`config.mk`:
```
export PLATFORM = sky130hd
export DESIGN_NAME = bf16_conv
export DESIGN_NICKNAME = d
export VERILOG_FILES = /design/src/rtl/bf16_conv.sv
export SDC_FILE = /design/constraint.sdc
export NUM_CORES = 1
export LEC_CHECK = 0
export ABC_CLOCK_PERIOD_IN_PS = 1400
export BUFFER_PORTS_ARGS = -buffer_cell sky130_fd_sc_hd__buf_4
export CAP_MARGIN = 20
export CORE_ASPECT_RATIO = 1.2
export CORE_UTILIZATION = 44
export DETAILED_ROUTE_END_ITERATION = 8
export GPL_ROUTABILITY_DRIVEN = 0
export GPL_TIMING_DRIVEN = 0
export HOLD_SLACK_MARGIN = 0.03
export PLACE_DENSITY = 0.8
export SKIP_CTS_REPAIR_TIMING = 1
export SYNTH_ARGS = -nofsm -noshare
export SYNTH_HDL_FRONTEND = slang
export SYNTH_SLANG_ARGS = --single-unit
export TNS_END_PERCENT = 30
```
`constraint.sdc`:
```
create_clock -name clk -period 1.4 [get_ports clk]
set_clock_uncertainty 0.1 [all_clocks]
set_input_delay 0.07 -clock clk [delete_from_list [all_inputs] [get_ports clk]]
set_output_delay 0.07 -clock clk [all_outputs]
set_load 0.02 [all_outputs]
```
`src/rtl/bf16_conv.sv`:
```
module bf16_conv (
  input  logic        clk,
  input  logic        rst_n,
  input  logic        cvt_stb,
  input  logic [31:0] f32_in,
  input  logic [15:0] bf_in,
  output logic        res_vld,
  output logic [15:0] bf_res,
  output logic [31:0] f32_res,
  output logic        is_nan,
  output logic        is_inf,
  output logic        is_zero
);
  localparam logic [7:0] EXP_ONES = 8'hFF;

  logic        src_special;
  logic [31:0] rnd_sum;
  logic [15:0] bf_next;
  logic [7:0]  bf_exp;
  logic        bf_mant_nz;

  assign src_special = (f32_in[30:23] == EXP_ONES);
  assign rnd_sum     = f32_in + 32'h0000_7FFF + {31'd0, f32_in[16]};
  assign bf_next     = src_special ? f32_in[31:16] : rnd_sum[31:16];
  assign bf_exp      = bf_in[14:7];
  assign bf_mant_nz  = |bf_in[6:0];

  always_ff @(posedge clk or negedge rst_n) begin
    if (!rst_n) begin
      res_vld <= 1'b0;
      bf_res  <= '0;
      f32_res <= '0;
      is_nan  <= 1'b0;
      is_inf  <= 1'b0;
      is_zero <= 1'b0;
    end else begin
      res_vld <= cvt_stb;
      if (cvt_stb) begin
        bf_res  <= bf_next;
        f32_res <= {bf_in, 16'h0000};
        is_nan  <= (bf_exp == EXP_ONES) && bf_mant_nz;
        is_inf  <= (bf_exp == EXP_ONES) && !bf_mant_nz;
        is_zero <= (bf_exp == 8'h00);
      end
    end
  end


  vld_follow_chk: assert property (@(posedge clk) disable iff (!rst_n)
    res_vld == $past(cvt_stb));


  special_pass_chk: assert property (@(posedge clk) disable iff (!rst_n)
    ($past(cvt_stb) && $past(f32_in[30:23]) == EXP_ONES) |-> bf_res == $past(f32_in[31:16]));


  exact_keep_chk: assert property (@(posedge clk) disable iff (!rst_n)
    ($past(cvt_stb) && $past(f32_in[15:0]) == 16'h0) |-> bf_res == $past(f32_in[31:16]));


  sign_keep_chk: assert property (@(posedge clk) disable iff (!rst_n)
    $past(cvt_stb) |-> bf_res[15] == $past(f32_in[31]));


  widen_chk: assert property (@(posedge clk) disable iff (!rst_n)
    $past(cvt_stb) |-> f32_res == {$past(bf_in), 16'h0000});


  class_excl_chk: assert property (@(posedge clk) disable iff (!rst_n)
    $onehot0({is_nan, is_inf, is_zero}));


  hold_chk: assert property (@(posedge clk) disable iff (!rst_n)
    !$past(cvt_stb) |-> ($stable(bf_res) && $stable(f32_res) && $stable(is_zero)));
endmodule

```
==> results.md <==
- The run finished with clean final reports.
- The top flip-flop cell by instance count after synthesis is sky130_fd_sc_hd__dfrtp_1.
- The critical path goes through dlygate4sd3_1 > buf_4 > nor4_1 > nand2_1 > a22o_1.
- For this design the top-level I/O count stands at 103.
- The worst path meets setup with 0.0646 ns of slack.
- After synthesis the cells add up to 1850 um2.
- The largest incremental delay on the critical path is 0.54 ns.
- The via count of the first global-routing pass came to 1411.
- The first global-routing pass estimated 6180 um of wire.
- At the end of the flow, the number of nets in the layout was 359.
- The share of synthesized registers carrying an async set or reset is 100%.
- The static leakage power is 1.40 nW.
- The final number of setup-violating endpoints is 0.
- The kind of cell with the highest combined delay on the critical path is buffers and inverters.
- The number of enable flip-flop cells after synthesis is 0.
- After floorplanning, the core was divided into 25 placement rows.
- The total vias in the final route is 1763.
- The path class of the tightest hold or removal check is input port to flop.
- Leaving out fill and tap cells, the most frequent cells in the layout are sky130_fd_sc_hd__buf_4, sky130_fd_sc_hd__dfrtp_1, sky130_fd_sc_hd__dlygate4sd3_1, sky130_fd_sc_hd__mux2_2, sky130_fd_sc_hd__conb_1.
- The worst IR drop on VDD is 747 uV.
- The startpoint-to-endpoint class of the critical path is input port to flop.
- Power spread over the standard cell area amounts to 890 nW/um2.
- The number of warnings issued by yosys is 0.
- The tree built by TritonCTS fans out to 36 sinks.
- In this run the vertical extent of the chip is 73.1 um.
- The total DRC errors in the routed layout is 0.
- The arrival time reported for the critical path endpoint is 1.41 ns.
- After the first detailed-routing iteration, the DRC count stood at 59.
- At the pin with the least slew margin, the transition time is 0.546 ns.
- The sum of routed wire length over all layers is 4490 um.
- The fraction of layout instances using a drive strength above 1 is 44.3%.
- The kind of launch point of the worst setup path is an input port.
- After detailed placement, the total cell area comes to 2620 um2.
- The maximum operating frequency is 0.749 GHz.
- The final number of max-transition violations is 0.
- The final critical path takes up 95.4% of the cycle.
- The hold violation total from the final report came to 0.
- In this run the remaining antenna-violating nets after routing total 0.
- For the finished layout, the period the worst path requires is 1.34 ns.
- The die area is 4480 um2.
- The worst setup path is captured at a flop.
- Dividing the detail-routed via count by the number of cells gives 4.86.
- The CTS tree is built.
- The count of unique library cells instantiated by Yosys is 39.
- The buffer depth of the longest clock path is 2.
- The H-tree was split into 2 levels.
- The standard cell with the maximum stage delay on the critical path is sky130_fd_sc_hd__dlygate4sd3_1.
- The clock buffer count from CTS is 5.
- The number of buffers and inverters on the critical path is 2.
- The post-synthesis register bit count is 36.
- Once the floorplan was initialized, standard cells occupied 46.6% of the core.
- After synthesis, flip-flops and latches occupy 48.6% of the total area.
- The clock transition time at the flip-flop clock pins of the worst setup and hold paths is 0.07 ns.
- Prior to clock tree synthesis, the placed netlist has a worst setup slack of -0.163 ns.
- The worst endpoint required time is 1.47 ns.
- The worst pin sits at a relative slew slack of 63.6%.
- In this run the standard cell core region covers 3970 um2.
- The source-to-sink clock delay at the later pin of the worst-skew pair is 0.28 ns.
- Across every metal layer, demand over resource in global routing totals 18.7%.
- The max-cap check violation count is 0.
- The pin count of the biggest net entering global routing is 37.
- The number of iterations in the first detailed-routing pass is 4.
- In this run the mean area of a mapped cell was 10.8 um2.
- The most frequent standard cell in the layout excluding fill and tap cells is sky130_fd_sc_hd__buf_4.
- The buffer type at the clock tree root is sky130_fd_sc_hd__clkbuf_8.
- Summed over all nets, the half-perimeter wirelength after detailed placement is 3150 um.
- Setup repair after global routing left no endpoint under its margin.
- The initial antenna violation count came to 0.
- Along the worst path, the maximum fanout reaches 2.
- The sum of overflow across all layers after global routing is 0.
- The average wire per standard cell is 12.4 um.
- The area of all placed cells without fillers is 3010 um2.
- The number of diodes is 0.
- The count of buffers from port buffering is 86.
- The area growth from synthesis to layout is 62.2%.
- The synthesized instance count is 171.
- The width of the die is 61.2 um.
-- cell usage after synthesis (2+ instances only) --
cell	instances	area (um2)
sky130_fd_sc_hd__nor2_1	11	41.3
sky130_fd_sc_hd__and3_1	2	12.5
sky130_fd_sc_hd__a22o_1	2	17.5
sky130_fd_sc_hd__mux2i_1	2	20.0
sky130_fd_sc_hd__o21ai_0	8	40.0
sky130_fd_sc_hd__nor3_1	5	25.0
sky130_fd_sc_hd__nand4_1	3	18.8
sky130_fd_sc_hd__a31oi_1	5	31.3
sky130_fd_sc_hd__nor4_2	2	25.0
sky130_fd_sc_hd__nor4_1	7	43.8
sky130_fd_sc_hd__buf_4	16	120
sky130_fd_sc_hd__nand2_1	9	33.8
sky130_fd_sc_hd__clkbuf_1	5	18.8
sky130_fd_sc_hd__o211ai_1	2	15.0
sky130_fd_sc_hd__inv_1	4	15.0
sky130_fd_sc_hd__a21oi_1	5	25.0
sky130_fd_sc_hd__xor2_1	3	26.3
sky130_fd_sc_hd__or3_1	4	25.0
sky130_fd_sc_hd__dfrtp_1	36	901
sky130_fd_sc_hd__nand3_1	5	25.0
sky130_fd_sc_hd__nand4_4	2	42.5
sky130_fd_sc_hd__mux2_2	16	180
-- flip-flops by register name, summed over array words and instances (netlist names) --
name	flops
is_zero	1
bf_res	16
res_vld	1
is_nan	1
f32_res	16
is_inf	1
-- power by group --
| part | switching [mW] | internal (mW) | total (mW) | leakage (nW) |
|---|---|---|---|---|
| Combinational | 0.365 | 0.380 | 0.745 | 0.922 |
| Clock | 0.356 | 0.392 | 0.748 | 0.0510 |
| Sequential | 0.0504 | 1.13 | 1.18 | 0.425 |
-- cells by family after synthesis --
kind of cell    Yosys count  share of synthesized area (%)
mux                      18                           10.8
xor+xnor                  3                           1.42
buf+inv                  26                           9.05
simple gates             57                           19.0
flops                    36                           48.6
other cells               1                          0.202
compound gates           30                           10.9
-- path summary, 6_finish.rpt --
| check | start | cells past startpoint | slack, ns | to |
|---|---|---|---|---|
| max | bf_in[5] | 5 | 0.06 | is_nan$_DFFE_PN0P_ |
| min | f32_in[20] | 3 | 0.02 | bf_res[4]$_DFFE_PN0P_ |
| max reg2reg | bf_res[8]$_DFFE_PN0P_ | 2 | 0.36 | bf_res[8]$_DFFE_PN0P_ |
| min reg2reg | bf_res[9]$_DFFE_PN0P_ | 2 | 0.41 | bf_res[9]$_DFFE_PN0P_ |
| max in group asynchronous | rst_n | 2 | 0.70 | bf_res[4]$_DFFE_PN0P_ |
| min in group asynchronous | rst_n | 2 | 0.17 | bf_res[9]$_DFFE_PN0P_ |
-- worst reg2reg max path, cell delays in order, from the launching register on --
cell,delay [ns]
sky130_fd_sc_hd__dfrtp_1,0.38
sky130_fd_sc_hd__nor2b_1,0.13
sky130_fd_sc_hd__a311o_1,0.32
-- area by class of cell --
cell class	count	area, um2
plain buffers	22	153
inverters	4	15.0
multi-input cells	124	841
fillers	284	967
flip-flops and latches	36	901
clock inverters	2	10.0
clock buffers	6	82.6
repair buffers	115	936
well taps	54	67.6
-- per-layer routing --
metal | track usage, % | share of wire [%] | vias to the layer above | routed length [um]
met3 | 5.50 | 7.2 | 5 | 323
li1 | - | - | 871 | -
met2 | 31.5 | 52 | 72 | 2330
met1 | 23.2 | 40 | 815 | 1810
met4 | 4.55 | 0.80 | 0 | 36
met5 | 0 | 0 | - | 0
-- per-stage QoR --
stage / setup TNS (ns) / cells / util (%) / hold slack, ns / total power, mW
detailed placement: -2.45 / 326 / 66.0 / -0.0470 / 1.88
CTS: 0 / 334 / 68.3 / -0.354 / 2.63
global placement: -2.13 / 326 / 66.0 / -0.0449 / 1.87
finish: 0 / 363 / 75.7 / 0.0217 / 2.68
global route: 0 / 363 / 75.7 / 0.0310 / 2.80
floorplan: 0 / 186 / - / -0.326 / 1.54
(Power assumes the default switching activity.)
